<file path="src/rtl/rng_uart_pkg.sv">
package rng_uart_pkg;
  localparam int unsigned POS_W     = 4;
  localparam int unsigned DATA_BITS = 8;

  typedef logic [POS_W-1:0] pos_t;

  // position within a slot: 0 start, 1..8 data, 9 stop
  localparam pos_t POS_START = pos_t'(0);
  localparam pos_t POS_STOP  = pos_t'(DATA_BITS + 1);
endpackage

</file>
<file path="src/rtl/osc_sampler.sv">
module osc_sampler #(
  parameter int unsigned NUM_OSC = 9
) (
  input  logic               clk_i,
  input  logic               rst_ni,
  input  logic [NUM_OSC-1:0] osc_i,
  output logic               raw_o
);
  logic [NUM_OSC-1:0] osc_q;
  logic               raw_q;

  // one capture flop per oscillator, then a second stage after the xor
  always_ff @(posedge clk_i or negedge rst_ni) begin
    if (!rst_ni) begin
      osc_q <= '0;
      raw_q <= 1'b0;
    end else begin
      osc_q <= osc_i;
      raw_q <= ^osc_q;
    end
  end

  assign raw_o = raw_q;
endmodule

</file>
<file path="src/rtl/baud_gen.sv">
module baud_gen #(
  parameter int unsigned DIV_W = 16
) (
  input  logic             clk_i,
  input  logic             rst_ni,
  input  logic             en_i,
  input  logic [DIV_W-1:0] div_i,
  output logic             tick_o
);
  logic [DIV_W-1:0] cnt_q;
  logic [DIV_W-1:0] lim;

  assign lim    = (div_i == '0) ? '0 : div_i - 1'b1;
  assign tick_o = en_i && (cnt_q >= lim);

  always_ff @(posedge clk_i or negedge rst_ni) begin
    if (!rst_ni)     cnt_q <= '0;
    else if (tick_o) cnt_q <= '0;
    else if (en_i)   cnt_q <= cnt_q + 1'b1;
  end
endmodule

</file>
<file path="src/rtl/frame_tx.sv">
module frame_tx
  import rng_uart_pkg::*;
#(
  parameter int unsigned SLOT_CNT = 8,
  localparam int unsigned SLOT_W  = $clog2(SLOT_CNT)
) (
  input  logic              clk_i,
  input  logic              rst_ni,
  input  logic              tick_i,
  input  logic              raw_i,
  output logic              tx_o,
  output pos_t              pos_o,
  output logic [SLOT_W-1:0] slot_o,
  output logic              tgl_o
);
  localparam logic [SLOT_W-1:0] BRK_SLOT = SLOT_W'(SLOT_CNT - 1);

  pos_t              pos_q, pos_n, idx_n;
  logic [SLOT_W-1:0] slot_q, slot_n;
  logic              tgl_q, rnd_q, tx_q;
  logic              brk_cur, brk_n, data_n, mask_n, samp_n;

  assign brk_cur = (slot_q == BRK_SLOT);

  always_comb begin
    if (pos_q == POS_STOP) begin
      pos_n  = POS_START;
      slot_n = brk_cur ? '0 : slot_q + 1'b1;
    end else begin
      pos_n  = pos_q + 1'b1;
      slot_n = slot_q;
    end
  end

  assign brk_n  = (slot_n == BRK_SLOT);
  assign data_n = (pos_n != POS_START) && (pos_n != POS_STOP);
  assign idx_n  = pos_n - 1'b1;
  // even bit index -> 1 while flag is clear (0x55), inverted when set (0xAA)
  assign mask_n = ~idx_n[0] ^ tgl_q;
  assign samp_n = raw_i ^ mask_n ^ rnd_q;

  // reset parks in the stop slot of the break so the first tick opens slot 0
  always_ff @(posedge clk_i or negedge rst_ni) begin
    if (!rst_ni) begin
      pos_q  <= POS_STOP;
      slot_q <= BRK_SLOT;
      tgl_q  <= 1'b0;
      rnd_q  <= 1'b0;
      tx_q   <= 1'b1;
    end else if (tick_i) begin
      pos_q  <= pos_n;
      slot_q <= slot_n;
      if (pos_q == POS_STOP && !brk_cur) tgl_q <= ~tgl_q;
      if (data_n && !brk_n)              rnd_q <= samp_n;
      if (brk_n || pos_n == POS_START)   tx_q  <= 1'b0;
      else if (pos_n == POS_STOP)        tx_q  <= 1'b1;
      else                               tx_q  <= samp_n;
    end
  end

  assign tx_o   = tx_q;
  assign pos_o  = pos_q;
  assign slot_o = slot_q;
  assign tgl_o  = tgl_q;
endmodule

</file>
<file path="src/rtl/rng_uart_whitener.sv">
module rng_uart_whitener
  import rng_uart_pkg::*;
#(
  parameter int unsigned NUM_OSC  = 9,
  parameter int unsigned DIV_W    = 16,
  parameter int unsigned SLOT_CNT = 8,
  localparam int unsigned SLOT_W  = $clog2(SLOT_CNT)
) (
  input  logic               clk_i,
  input  logic               rst_ni,
  input  logic               en_i,
  input  logic [DIV_W-1:0]   baud_div_i,
  input  logic [NUM_OSC-1:0] osc_i,
  output logic               tx_o
);
  logic              raw_w, tick_w, tgl_w;
  pos_t              pos_w;
  logic [SLOT_W-1:0] slot_w;

  osc_sampler #(.NUM_OSC(NUM_OSC)) u_samp (
    .clk_i (clk_i),
    .rst_ni(rst_ni),
    .osc_i (osc_i),
    .raw_o (raw_w)
  );

  baud_gen #(.DIV_W(DIV_W)) u_baud (
    .clk_i (clk_i),
    .rst_ni(rst_ni),
    .en_i  (en_i),
    .div_i (baud_div_i),
    .tick_o(tick_w)
  );

  frame_tx #(.SLOT_CNT(SLOT_CNT)) u_frame (
    .clk_i (clk_i),
    .rst_ni(rst_ni),
    .tick_i(tick_w),
    .raw_i (raw_w),
    .tx_o  (tx_o),
    .pos_o (pos_w),
    .slot_o(slot_w),
    .tgl_o (tgl_w)
  );
endmodule

</file>
<file path="config.mk">
export PLATFORM = sky130hd
export DESIGN_NAME = rng_uart_whitener
export DESIGN_NICKNAME = d
export VERILOG_FILES = /design/src/rtl/rng_uart_pkg.sv /design/src/rtl/osc_sampler.sv /design/src/rtl/baud_gen.sv /design/src/rtl/frame_tx.sv /design/src/rtl/rng_uart_whitener.sv
export SDC_FILE = /design/constraint.sdc
export NUM_CORES = 1
export LEC_CHECK = 0
export BUFFER_PORTS_ARGS = -buffer_cell sky130_fd_sc_hd__buf_4
export CAP_MARGIN = 25
export CELL_PAD_IN_SITES_DETAIL_PLACEMENT = 1
export CELL_PAD_IN_SITES_GLOBAL_PLACEMENT = 1
export CORE_MARGIN = 2
export CORE_UTILIZATION = 45
export CTS_CLUSTER_SIZE = 25
export DETAILED_ROUTE_END_ITERATION = 7
export MAX_ROUTING_LAYER = met4
export PLACE_DENSITY = 0.83
export SYNTH_ARGS = -nofsm -noshare
export SYNTH_HDL_FRONTEND = slang
export SYNTH_HIERARCHICAL = 1
export SYNTH_SLANG_ARGS = --single-unit
export TNS_END_PERCENT = 5
</file>
<file path="constraint.sdc">
create_clock -name clk_i -period 3.4 [get_ports clk_i]
set_input_delay 0.68 -clock clk_i [delete_from_list [all_inputs] [get_ports clk_i]]
set_output_delay 0.68 -clock clk_i [all_outputs]
set_load 0.02 [all_outputs]
</file>
==> results.sh <==
export IMPL_gr_usage_met3_pct=4.976
export IMPL_dieWidth_um=76.63
export IMPL_clk_pin_slew_worst_paths_ps=70
export IMPL_ir_drop_mv=0.4572
export IMPL_postSynth_asyncResetShare_pct=100.0
export IMPL_hold_viol=0
export IMPL_synth_seq_cells=36
export IMPL_syn_area_um2=2374
export IMPL_cp_data_required_time_ps=3570
export IMPL_grt_pass1_vias=2147
export IMPL_routed_wl_mm=5.460
export IMPL_clk_latency_ps=280
export IMPL_h_tree_depth=2
export IMPL_min_path_type="in -> async"
export IMPL_worstSetupEndpointType="flop"
export IMPL_pre_cts_ws_ps=-108.4
export IMPL_seq_area_frac_synth_pct=38.27
export IMPL_instances_no_fill=365
export IMPL_maxSlewViolCount=0
export IMPL_syn_inst=252
export IMPL_path_max_fanout=5
export IMPL_avgSynthCellArea_um2=9.419
export IMPL_fmax_mhz=312.9
export IMPL_initial_utilization_pct=46.47
export IMPL_ios=29
export IMPL_place_inst=357
export IMPL_tightestPinTransition_ps=436.8
export IMPL_path_cells="buf_4 > nor4_4 > and3_4 > nand2_1 > xnor2_1 > nand2_1 > ha_1 > a211oi_1 > nor2_1 > nor4_2 > o21ai_2 > and2_4 > o21ai_1 > a211oi_2 > xor2_1"
export IMPL_synth_distinct_cells=44
export IMPL_dp_hpwl_mm=4.321
export IMPL_maxCapViolations=0
export IMPL_cts_buffer_depth=2
export IMPL_busiest_layer="met2"
export IMPL_portBuffers=28
export IMPL_grt_max_degree=37
export IMPL_cellPowerDensity_nw_per_um2=392.9
export IMPL_fp_dieH_um=76.63
export IMPL_grt_overflow=0
export IMPL_synth_top_cell_area_share_pct=31.63
export IMPL_status="complete, no violations"
export IMPL_cpPeakStageDelay_ps=370
export IMPL_drtAntennaViolNets=0
export IMPL_num_rows=26
export IMPL_cts_tree="built"
export IMPL_hold_ws_ps=329.5
export IMPL_startpoint_type="primary input"
export IMPL_root_buffer="clkbuf_8"
export IMPL_antenna_found_initial=0
export IMPL_synth_area_leaders="dfrtp_1 (32%), ha_1 (11%), xor2_1 (7.7%), dfstp_2 (6.6%), nand2_1 (5.5%)"
export IMPL_postLayoutCellArea_um2=2932
export IMPL_synthFlopType="dfrtp_1"
export IMPL_wl_per_cell_um=14.96
export IMPL_drtIter0Drc=62
export IMPL_finalPower_mw=1.152
export IMPL_synth_nets=301
export IMPL_clock_sinks=36
export IMPL_fin_skew_ps=3.563
export IMPL_diodes=0
export IMPL_path_class="in -> reg"
export IMPL_slowest_stage="nor4_4"
export IMPL_slew_headroom_pct=70.88
export IMPL_leakagePower_nw=1.411
export IMPL_cp_common_cell="nand2_1"
export IMPL_yosysTopAreaCell="dfrtp_1"
export IMPL_die_area_um2=5871
export IMPL_met1_usage_pct=24.59
export IMPL_core_um2=5107
export IMPL_yosys_warnings=6
export IMPL_layout_nets=343
export IMPL_drc=0
export IMPL_synth_edff_count=0
export IMPL_vias_per_cell=5.279
export IMPL_arrival_ps=3360
export IMPL_drt_first_pass_iters=4
export IMPL_placed_area_um2=2785
export IMPL_drive_gt1_share_pct=26.10
export IMPL_area_growth_pct=23.51
export IMPL_period_share_pct=93.99
export IMPL_place_gp_congestion=0.7992
export IMPL_finalCriticalPeriod_ps=3196
export IMPL_cts_buffers=5
export IMPL_vias=1927
export IMPL_met2_usage_pct=37.88
export IMPL_cts_setup_buffers=0
export IMPL_track_usage_pct=21.22
export IMPL_final_setup_viol_count=0
export IMPL_fin_ws_ps=204.3
export IMPL_grt_first_pass_wirelength_mm=9.742
sequential cells by signal (all words and copies together) (netlist names):
name / count
u_frame/tx_o: 1
u_frame/rnd_q: 1
u_frame/slot_o: 3
u_baud/cnt_q: 16
u_frame/tgl_o: 1
u_samp/raw_o: 1
u_frame/pos_o: 4
u_samp/osc_q: 9
final cells by class:
| cell class | instances | area [µm²] |
|---|---|---|
| Clock buffer | 5 | 68.82 |
| Clock inverter | 3 | 42.54 |
| Fill cell | 605 | 2176 |
| Inverter | 6 | 22.52 |
| Multi-Input combinational cell | 203 | 1486 |
| Sequential cell | 36 | 908.4 |
| Tap cell | 70 | 87.58 |
| Timing Repair Buffer | 42 | 315.3 |
worst max-delay path: cells and delay by family:
kind                     cells  cell delay, ps
AO/OA/AOI/OAI                4             640
adder cells (fa/ha/maj)      1             290
buffers and inverters        1             130
AND/OR/NAND/NOR              7            1350
XOR/XNOR                     2             290
worst paths after layout:
kind,from,cells past startpoint,to,slack (ps)
hold / removal,rst_ni,1,u_samp/osc_q[0]$_DFF_PN0_,330
min in group clk_i,osc_i[0],1,u_samp/osc_q[0]$_DFF_PN0_,500
hold reg to reg,u_frame/rnd_q$_DFFE_PN0P_,1,u_frame/rnd_q$_DFFE_PN0P_,500
max in group asynchronous,rst_ni,1,u_frame/pos_o[3]$_DFFE_PN1P_,2720
setup reg to reg,u_baud/cnt_q[2]$_DFFE_PN0P_,9,u_frame/rnd_q$_DFFE_PN0P_,1160
setup / recovery,baud_div_i[5],15,u_frame/rnd_q$_DFFE_PN0P_,200
Yosys cell counts, types with 2 or more instances:
library cell  count
a211oi_1          2
a21o_1            2
a21oi_1           5
and2_1            2
and3_1            5
buf_2             3
clkbuf_1          3
dfrtp_1          30
dfstp_2           6
ha_1             21
inv_1             6
mux2_2            2
mux2i_1           2
nand2_1          35
nand2b_1          6
nand3_1           6
nand3b_1          2
nand4_1           7
nor2_1           23
nor2b_1           3
nor3_1            8
nor3b_1           2
nor4_1            4
o21ai_0          11
o2bb2ai_1         3
xnor2_1          15
xor2_1           21
what timing repair did:
action | in CTS | in global routing
hold buffers | 0 | 0
endpoints found under the hold margin | 0 | 0
setup endpoints to repair | 0 | 5
resized for setup | 0 | 7
logic make-up after synthesis:
logic type / synth area share, %
compound gates: 7.327
flops: 38.27
mux: 1.792
buf+inv: 2.372
xor+xnor: 14.92
simple gates: 24.25
fa+ha+maj: 11.07
layer usage:
metal,part of all wire [%],up-vias
met2,54,14
met3,1.6,2
met1,44,954
met5,0,-
met4,0.35,0
li1,-,957
per-stage QoR:
step	util, %	TNS [ps]
final	57.40	0
after global routing	57.40	-27.33
after detailed placement	54.53	-443.8
after CTS	56.71	0
after floorplan	-	0
after global placement	54.53	-0.6952
cell usage in the layout (no fill, tap or decap), types with 4 or more instances in the layout:
master     n
buf_4     42
nand2_1   35
dfrtp_1   30
nor2_1    22
xor2_1    21
ha_1      21
xnor2_1   15
o21ai_0   10
nand4_1    7
nor3_1     6
nand2b_1   6
inv_1      6
dfstp_2    6
clkbuf_8   5
a21oi_1    5
nand3_1    4
and3_1     4
where the power goes:
part           switching (mW)  internal (mW)  total [mW]
clock                   0.155          0.217       0.372
combinational           0.127          0.125       0.253
sequential             0.0521          0.474       0.527
No activity file was read; power rests on OpenSTA's default activity.
